===== src/rtl/pwm_sync_pkg.sv =====
package pwm_sync_pkg;
    typedef enum logic [1:0] {
        ST_IDLE   = 2'd0,
        ST_HOLD   = 2'd1,
        ST_RELOAD = 2'd2,
        ST_LOAD   = 2'd3
    } commit_st_e;
endpackage


===== src/rtl/pwm_sync_arm.sv =====
// Request bit and hardware arm bit, plus event qualification.
module pwm_sync_arm (
    input  logic clk,
    input  logic rst_n,
    input  logic sw_req_set,
    input  logic sw_req_clr,
    input  logic sw_clear,
    input  logic arm_set,
    input  logic arm_clr,
    input  logic trig_mode,
    input  logic hw_trig,
    output logic sw_req,
    output logic sw_fresh,
    output logic arm,
    output logic hw_ev
);
    logic sw_req_q;
    logic sw_prev_q;
    logic arm_q;

    assign sw_req   = sw_req_q;
    assign arm      = arm_q;
    assign sw_fresh = sw_req_q & ~sw_prev_q;
    assign hw_ev    = hw_trig & arm_q;

    always_ff @(posedge clk) begin
        if (!rst_n) begin
            sw_req_q  <= 1'b0;
            sw_prev_q <= 1'b0;
            arm_q     <= 1'b0;
        end else begin
            sw_prev_q <= sw_req_q;
            if (sw_req_clr || sw_clear) begin
                sw_req_q <= 1'b0;
            end else if (sw_req_set) begin
                sw_req_q <= 1'b1;
            end
            if (arm_set) begin
                arm_q <= 1'b1;
            end else if (arm_clr) begin
                arm_q <= 1'b0;
            end else if (hw_ev && !trig_mode) begin
                arm_q <= 1'b0;
            end
        end
    end
endmodule


===== src/rtl/pwm_buf_commit_fsm.sv =====
// Commit controller for the limit / start / compare group.
module pwm_buf_commit_fsm
    import pwm_sync_pkg::*;
#(
    parameter int CW  = 16,
    parameter int NCH = 4
) (
    input  logic              clk,
    input  logic              rst_n,
    input  logic              sw_hit,
    input  logic              hw_hit,
    input  logic              rst_on_sw,
    input  logic              rst_on_hw,
    input  logic              sw_req,
    input  logic              at_modulo,
    input  logic [CW-1:0]     buf_mod,
    input  logic [CW-1:0]     buf_start,
    input  logic [NCH*CW-1:0] buf_cmp,
    output logic [CW-1:0]     cur_mod,
    output logic [CW-1:0]     cur_start,
    output logic [NCH*CW-1:0] cur_cmp,
    output logic              commit_buf,
    output logic              cnt_reload,
    output logic              enter_commit,
    output logic              sw_keep
);
    commit_st_e st_q, st_n;
    logic       pend_hw_q, pend_hw_n;
    logic       imm;
    logic       any_hit;

    assign imm     = (sw_hit && rst_on_sw) || (hw_hit && rst_on_hw);
    assign any_hit = sw_hit || hw_hit;

    // state register
    always_ff @(posedge clk) begin
        if (!rst_n) begin
            st_q      <= ST_IDLE;
            pend_hw_q <= 1'b0;
        end else begin
            st_q      <= st_n;
            pend_hw_q <= pend_hw_n;
        end
    end

    // transitions
    always_comb begin
        st_n      = ST_IDLE;
        pend_hw_n = 1'b0;
        unique case (st_q)
            ST_IDLE, ST_RELOAD, ST_LOAD: begin
                if (imm) begin
                    st_n = ST_RELOAD;                 // RELOAD
                end else if (any_hit) begin
                    st_n      = ST_HOLD;              // DEFER
                    pend_hw_n = hw_hit;
                end else begin
                    st_n = ST_IDLE;                   // DONE
                end
            end
            ST_HOLD: begin
                if (imm) begin
                    st_n = ST_RELOAD;                 // PREEMPT
                end else if (at_modulo && (pend_hw_q || sw_req)) begin
                    st_n = ST_LOAD;                   // LOADPT
                end else if (pend_hw_q || hw_hit || sw_req) begin
                    st_n      = ST_HOLD;
                    pend_hw_n = pend_hw_q || hw_hit;
                end else begin
                    st_n = ST_IDLE;                   // CANCEL
                end
            end
        endcase
    end

    // outputs
    always_comb begin
        commit_buf   = (st_q == ST_RELOAD) || (st_q == ST_LOAD);
        cnt_reload   = (st_q == ST_RELOAD);
        enter_commit = (st_n == ST_RELOAD) || (st_n == ST_LOAD);
        sw_keep      = (st_n == ST_HOLD) && sw_hit;
    end

    // live copies
    always_ff @(posedge clk) begin
        if (!rst_n) begin
            cur_mod   <= '0;
            cur_start <= '0;
            cur_cmp   <= '0;
        end else if (enter_commit) begin
            cur_mod   <= buf_mod;
            cur_start <= buf_start;
            cur_cmp   <= buf_cmp;
        end
    end
endmodule


===== src/rtl/pwm_word_commit.sv =====
// One-cycle commit of an independently enabled word.
module pwm_word_commit #(
    parameter int W = 4
) (
    input  logic         clk,
    input  logic         rst_n,
    input  logic         grp_en,
    input  logic         sw_en,
    input  logic         hw_en,
    input  logic         sw_ev,
    input  logic         hw_ev,
    input  logic [W-1:0] nxt_val,
    output logic [W-1:0] cur_val,
    output logic         commit
);
    logic fire;

    assign fire = grp_en && ((sw_en && sw_ev) || (hw_en && hw_ev));

    always_ff @(posedge clk) begin
        if (!rst_n) begin
            cur_val <= '0;
            commit  <= 1'b0;
        end else begin
            commit <= fire;
            if (fire) begin
                cur_val <= nxt_val;
            end
        end
    end
endmodule


===== src/rtl/pwm_pair_stage.sv =====
// Swap then mask on each complementary pair.
module pwm_pair_stage #(
    parameter  int NPAIR = 2,
    localparam int NCH   = 2 * NPAIR
) (
    input  logic [NCH-1:0]   raw,
    input  logic [NCH-1:0]   lvl,
    input  logic [NCH-1:0]   mask,
    input  logic [NPAIR-1:0] inv,
    output logic [NCH-1:0]   out
);
    for (genvar p = 0; p < NPAIR; p++) begin : g_pair
        logic even_sw;
        logic odd_sw;
        assign even_sw = inv[p] ? raw[2*p+1] : raw[2*p];
        assign odd_sw  = inv[p] ? raw[2*p]   : raw[2*p+1];
        assign out[2*p]   = mask[2*p]   ? lvl[2*p]   : even_sw;
        assign out[2*p+1] = mask[2*p+1] ? lvl[2*p+1] : odd_sw;
    end
endmodule


===== src/rtl/pwm_sync_commit.sv =====
module pwm_sync_commit #(
    parameter  int CW    = 16,
    parameter  int NPAIR = 2,
    localparam int NCH   = 2 * NPAIR
) (
    input  logic              clk,
    input  logic              rst_n,
    input  logic              sw_req_set,
    input  logic              sw_req_clr,
    input  logic              arm_set,
    input  logic              arm_clr,
    input  logic              trig_mode,
    input  logic              hw_trig,
    input  logic              at_modulo,
    input  logic              en_sw_buf,
    input  logic              en_hw_buf,
    input  logic              rst_on_sw,
    input  logic              rst_on_hw,
    input  logic              grp_mask,
    input  logic              en_sw_mask,
    input  logic              en_hw_mask,
    input  logic              grp_inv,
    input  logic              en_sw_inv,
    input  logic              en_hw_inv,
    input  logic [CW-1:0]     buf_mod,
    input  logic [CW-1:0]     buf_start,
    input  logic [NCH*CW-1:0] buf_cmp,
    input  logic [NCH-1:0]    buf_mask,
    input  logic [NPAIR-1:0]  buf_inv,
    input  logic [NCH-1:0]    pwm_raw,
    input  logic [NCH-1:0]    init_lvl,
    output logic [CW-1:0]     cur_mod,
    output logic [CW-1:0]     cur_start,
    output logic [NCH*CW-1:0] cur_cmp,
    output logic [NCH-1:0]    cur_mask,
    output logic [NPAIR-1:0]  cur_inv,
    output logic              commit_buf,
    output logic              cnt_reload,
    output logic              commit_mask,
    output logic              commit_inv,
    output logic              sw_req,
    output logic              arm,
    output logic [NCH-1:0]    pwm_out
);
    logic sw_fresh;
    logic hw_ev;
    logic sw_hit;
    logic hw_hit;
    logic enter_commit;
    logic sw_keep;
    logic sw_clear;

    assign sw_hit   = sw_fresh && en_sw_buf;
    assign hw_hit   = hw_ev && en_hw_buf;
    assign sw_clear = enter_commit || (sw_fresh && !sw_keep);

    pwm_sync_arm u_arm (
        .clk        (clk),
        .rst_n      (rst_n),
        .sw_req_set (sw_req_set),
        .sw_req_clr (sw_req_clr),
        .sw_clear   (sw_clear),
        .arm_set    (arm_set),
        .arm_clr    (arm_clr),
        .trig_mode  (trig_mode),
        .hw_trig    (hw_trig),
        .sw_req     (sw_req),
        .sw_fresh   (sw_fresh),
        .arm        (arm),
        .hw_ev      (hw_ev)
    );

    pwm_buf_commit_fsm #(.CW(CW), .NCH(NCH)) u_fsm (
        .clk          (clk),
        .rst_n        (rst_n),
        .sw_hit       (sw_hit),
        .hw_hit       (hw_hit),
        .rst_on_sw    (rst_on_sw),
        .rst_on_hw    (rst_on_hw),
        .sw_req       (sw_req),
        .at_modulo    (at_modulo),
        .buf_mod      (buf_mod),
        .buf_start    (buf_start),
        .buf_cmp      (buf_cmp),
        .cur_mod      (cur_mod),
        .cur_start    (cur_start),
        .cur_cmp      (cur_cmp),
        .commit_buf   (commit_buf),
        .cnt_reload   (cnt_reload),
        .enter_commit (enter_commit),
        .sw_keep      (sw_keep)
    );

    pwm_word_commit #(.W(NCH)) u_mask (
        .clk     (clk),
        .rst_n   (rst_n),
        .grp_en  (grp_mask),
        .sw_en   (en_sw_mask),
        .hw_en   (en_hw_mask),
        .sw_ev   (sw_fresh),
        .hw_ev   (hw_ev),
        .nxt_val (buf_mask),
        .cur_val (cur_mask),
        .commit  (commit_mask)
    );

    pwm_word_commit #(.W(NPAIR)) u_inv (
        .clk     (clk),
        .rst_n   (rst_n),
        .grp_en  (grp_inv),
        .sw_en   (en_sw_inv),
        .hw_en   (en_hw_inv),
        .sw_ev   (sw_fresh),
        .hw_ev   (hw_ev),
        .nxt_val (buf_inv),
        .cur_val (cur_inv),
        .commit  (commit_inv)
    );

    pwm_pair_stage #(.NPAIR(NPAIR)) u_stage (
        .raw  (pwm_raw),
        .lvl  (init_lvl),
        .mask (cur_mask),
        .inv  (cur_inv),
        .out  (pwm_out)
    );
endmodule


===== config.mk =====
export PLATFORM = sky130hd
export DESIGN_NAME = pwm_sync_commit
export DESIGN_NICKNAME = d
export VERILOG_FILES = /design/src/rtl/pwm_sync_pkg.sv /design/src/rtl/pwm_sync_arm.sv /design/src/rtl/pwm_buf_commit_fsm.sv /design/src/rtl/pwm_word_commit.sv /design/src/rtl/pwm_pair_stage.sv /design/src/rtl/pwm_sync_commit.sv
export SDC_FILE = /design/constraint.sdc
export NUM_CORES = 1
export LEC_CHECK = 0
export BUFFER_PORTS_ARGS = -buffer_cell sky130_fd_sc_hd__buf_2
export CORE_AREA = 2 2 93 95
export DETAILED_ROUTE_END_ITERATION = 12
export DIE_AREA = 0 0 95 97
export HOLD_SLACK_MARGIN = 0.1
export PLACE_DENSITY = 0.83
export SYNTH_ARGS = -nofsm -noshare
export SYNTH_HDL_FRONTEND = slang
export SYNTH_SLANG_ARGS = --single-unit

===== constraint.sdc =====
create_clock -name clk -period 2.7 [get_ports clk]
set_clock_uncertainty 0.1 [all_clocks]
set_input_delay 0.405 -clock clk [delete_from_list [all_inputs] [get_ports clk]]
set_output_delay 0.405 -clock clk [all_outputs]
set_load 0.05 [all_outputs]

==> results of run 1 <==
cell type report:
class / instances / share of cell area, %
inverter: 4 / 0.3005
multi-input combinational: 156 / 23.91
sequential: 110 / 44.07
tap: 105 / 2.629
clock inverter: 6 / 1.502
timing repair buffer: 245 / 24.84
clock buffer: 10 / 2.754
per-layer routing:
metal / vias up / wire, um / global-route usage [%]
met1: 1486 / 3542 / 21.68
met2: 170 / 4794 / 35.68
met4: 0 / 87 / 4.571
met5: - / 0 / 0
li1: 1569 / - / -
met3: 12 / 955 / 7.555
how the worst max path moves through the flow:
stage                      from                 to  slack (ps)  cells after the start
2_1_floorplan  u_inv.cur_val[0]         pwm_out[0]         280                      2
4_1_cts            u_arm.sw_req   u_fsm.cur_mod[1]         750                      5
3_3_place_gp            hw_trig  u_fsm.cur_cmp[62]         790                      6
6_report           u_arm.sw_req   u_fsm.cur_mod[1]         760                      5
5_1_grt            u_arm.sw_req   u_fsm.cur_mod[9]         610                      5
3_5_place_dp            hw_trig  u_fsm.cur_mod[11]         710                      6
synth_stat cells, drive strengths merged:
cell	count
nor4	1
clkbuf	7
o211ai	1
nand2	10
a32oi	1
a22o	96
and3b	2
nand2b	1
inv	4
mux2i	4
a21oi	2
nor2	6
buf	16
and3	2
a311oi	1
nand4	1
o21ai	13
nor2b	4
and2	1
nand4b	1
a31oi	1
nand3	8
dfxtp	110
sequential cells by signal, summed over array words and instances (netlist names), 2 cells and up:
name	cells
u_mask.cur_val	4
u_fsm.st_q	2
u_fsm.cur_start	16
u_inv.cur_val	2
u_fsm.cur_mod	16
u_fsm.cur_cmp	64
repair_timing:
item | 4_1_cts | 5_1_grt
hold buffers | 1 | 0
hold endpoints to repair | 1 | 0
buffers inserted | 0 | 0
metrics by stage:
stage | util, % | instance area [um^2]
finish | 61.44 | 4997
global route | 61.44 | 4997
CTS | 61.44 | 4997
detailed placement | 58.70 | 4775
global placement | 58.70 | 4775
floorplan | - | 3513
kinds of logic after synthesis:
family,synth area share (%)
AO/OA/AOI/OAI,27.07
buffers and inverters,3.739
flip-flops,62.68
multiplexers,1.140
AND/OR/NAND/NOR,5.378
worst max-delay path, cell delays in order, from the launching register on:
cell      delay [ps]
dfxtp_1          460
nand4b_1         160
and2_1           230
a21oi_4          150
buf_4            500
a22o_1           240
power by group:
part           leakage [uW]  internal (uW)  switching, uW
sequential         0.000891           1670           27.8
clock              0.000111            473            548
combinational       0.00159            147            294
==> results.tsv, run 1 <==
metric	value	unit
nets	655	
synth_top_cell_area_share	62.68	%
timing.slew.headroom	60.10	%
hpwl	7082	um
coreArea	8134	um^2
tightest_slew	598.5	ps
fin_crit	1943	ps
drv_cap	0	
syn_inst	293	
grt_util_all_layers	19.83	%
die_area	9215	um^2
cts-root-buf	clkbuf_8	
routedWlPerCell	14.75	um
yosys.area.top_type	dfxtp_1	
dpl_worst_slack	706.3	ps
wl	9379	um
layout_commonest_cell	buf_2	
cts_buffer_depth	2	
slew_viol_final	0	
first_iter_violations	84	
timing.rr.start	u_arm.sw_req	
num_rows	33	
r2r_slack	760	ps
min_from	buf_cmp[59]	
antenna_found_initial	0	
overflow	0	
ir_drop	0.3607	mV
power_density	632.3	nW/um^2
status	finished, final reports clean	
fin_crit_sh	71.95	%
grt_pass1_vias	3093	
fin_ws	757.3	ps
yosysSeqAreaShare	62.68	%
cts.sinks	110	
hp-class	input pin to register	
cp_data_required_time	2890	ps
crit_type	register to register	
synth_cell_types	26	
h-tree-depth	3	
synth.avg_cell_area	11.99	um^2
dp_cells	619	
cts_tree	yes	
synth_area	3513	um^2
path_max_fanout	60	
final_cell_mix	buf_2, dfxtp_1, a22o_1	
holdPathStages	2	
yosys_warnings	0	
reg2reg_depth	5	
min_to	u_fsm.cur_cmp[59]	
fin_tns_setup	0	ps
grt_pass1_wl	14630	um
n_fill_cell	694	
die_y	97	um
syn2layout_area_growth	42.24	%
cts-buffers-inserted	9	
post_cts_resized	0	
fp.dieW	95	um
clk-insertion-delay-late	350	ps
cp.arrival	2130	ps
hold_ws	159.3	ps
cp-end-kind	register	
antenna_left	0	
fin_total_pwr	3160	uW
drive_gt1_share	49.34	%
syn_nets	422	
seqCellArea	2202	um^2
layoutNonFillerInstCount	636	
fmax	514.7	MHz
n_antenna_cell	0	
setup_violations	0	
start_util	43.19	%
rsz0062_at_grt	false	
port_buffers	240	
pin_count	241	
regToRegEndpoint	u_fsm.cur_mod[1]	
ys_ff_latch	110	
vias	3237	
dr.pass1.iters	5	
multi_input_area	1195	um^2
drc_errors	0	
p_leak	0.002590	uW
synthTopCellsByArea	dfxtp_1, a22o_1, buf_2, o21ai_0, mux2i_1	
grt_max_degree	61	
path_clk_slew	110	ps
worstSetupStartpointType	register	
routabilityCongestion	0.8239	
finalHoldViolations	0	
via_per_inst	5.090	
(Power assumes the default switching activity.)
==> run 2: changes to the inputs <==
- CORE_AREA: 2 2 93 95 -> default
- CORE_UTILIZATION: default -> 41
- DIE_AREA: 0 0 95 97 -> default
- PLACE_DENSITY: 0.83 -> 0.79
- clock period: 2.7 -> 1.85 ns (I/O delays scaled with it)
==> run 2 against run 1 <==
- power rose by 50%
- final area grew 22%
- clock power is 37% higher
- final cell count is 16% higher
- largest cell class is now non-clock buffers
- highest routed layer unchanged
==> results.tsv, run 2 (synthesis gave the netlist of run 1 again) <==
metric	value	unit
use_met2	47.46	%
cts.sinks	110	
post_cts_resized	0	
cts_buffer_depth	2	
coreArea	8258	um^2
cp_data_required_time	2040	ps
drive_gt1_share	42.05	%
routedWlPerCell	16.09	um
fin_crit_sh	93.22	%
drv_cap	0	
grt_pass1_vias	3556	
grt_pass1_wl	17390	um
path_clk_slew	110	ps
timing.slew.headroom	62.29	%
setup_violations	0	
r2r_slack	130	ps
grt_util_all_layers	25.37	%
cp.arrival	1920	ps
dr.pass1.iters	4	
cts-buffers-inserted	9	
finalHoldViolations	0	
slew_viol_final	0	
path_max_fanout	60	
die_area	8943	um^2
cp-end-kind	register	
final_cell_mix	buf_2, dfxtp_1, dlygate4sd3_1	
worstSetupStartpointType	register	
h-tree-depth	3	
n_antenna_cell	0	
regMostFlops	u_fsm.cur_cmp	
hold_ws	149.8	ps
first_iter_violations	110	
vias	3724	
num_rows	33	
clk-insertion-delay-late	350	ps
largest_reg_flops	64	
antenna_found_initial	0	
fmax	579.8	MHz
cts-root-buf	clkbuf_8	
largestRegisters	u_fsm.cur_cmp x64, u_fsm.cur_mod x16, u_fsm.cur_start x16	
port_buffers	240	
nets	759	
antenna_left	0	
gr-usage-met1	28.15	%
crit_type	register to register	
grt_busiest_layer	met2	
tightest_slew	559.7	ps
via_per_inst	5.032	
drc_errors	0	
p_leak	0.003032	uW
routabilityCongestion	0.8502	
cts_tree	yes	
pin_count	241	
status	finished, final reports clean	
fin_tns_setup	0	ps
use_met3	5.958	%
n_fill_cell	559	
fp.dieW	94.57	um
hpwl	6655	um
layout_commonest_cell	buf_2	
wl	11910	um
die_y	94.57	um
grt_max_degree	61	
overflow	0	
hp-class	input pin to register	
rsz0062_at_grt	false	
power_density	777.6	nW/um^2
syn2layout_area_growth	73.22	%
ir_drop	0.4925	mV
start_util	42.55	%
fin_crit	1725	ps
==> run 2: cell count changes in the layout (fill, tap and decap cells not counted), sizes merged <==
| cell | change |
|---|---|
| inv | -1 |
| bufinv | -1 |
| dlygate4sd3 | +104 |
| clkbuf | +1 |
| clkinv | +1 |
==> run 2: final cells by class <==
type                    count  area, um^2  area share [%]
well taps                 105       131.4           2.159
multi-input cells         156        1210           19.88
clock buffers              11       141.4           2.323
flip-flops and latches    110        2205           36.23
inverters                   4       15.01          0.2467
repair buffers            349        2332           38.32
clock inverters             5       51.30          0.8429
==> run 2: routing by layer <==
metal | up-vias | share of wire [%]
met2 | 176 | 52
met5 | - | 0
met3 | 20 | 6.8
li1 | 1782 | -
met4 | 0 | 1.7
met1 | 1746 | 39
==> run 2: worst max-delay path, stage by stage (launching register included) <==
cell and delay [ps]:
dfxtp_2 410, nand4b_1 160, and2_1 230, a21oi_4 230, buf_12 280, a22o_1 220
==> run 2: path summary, 6_finish.rpt <==
kind,start,to,cells past startpoint
worst max-delay path,u_arm.sw_req,u_fsm.cur_mod[10],5
worst max register to register,u_arm.sw_req,u_fsm.cur_mod[10],5
worst min-delay path,arm_clr,u_arm.arm,4
worst min register to register,u_fsm.cur_start[10],u_fsm.cur_start[10],1
==> run 2: power by group <==
group          switching (uW)  total [uW]  internal (uW)
registers                45.0        2480           2440
clock network             840        1400            558
logic                     480         852            372
total                    1360        4730           3370
==> run 2: through the flow <==
stage | total power (uW) | setup WS (ps) | util, % | cells | instance area [um^2]
6_report | 4732 | 125.3 | 73.70 | 740 | 6086
5_1_grt | 4915 | 45.41 | 73.70 | 740 | 6086
4_1_cts | 4732 | 157.9 | 73.70 | 740 | 6086
3_5_place_dp | 3193 | 209.3 | 58.64 | 619 | 4842
3_3_place_gp | 3182 | 273.9 | 58.64 | 619 | 4842
2_1_floorplan | 2940 | 158.3 | - | 293 | 3531
==> run 2: timing repair <==
item                                   4_1_cts  5_1_grt
endpoints found under the hold margin      104        0
hold buffers                               105        0
setup buffers                                0        0
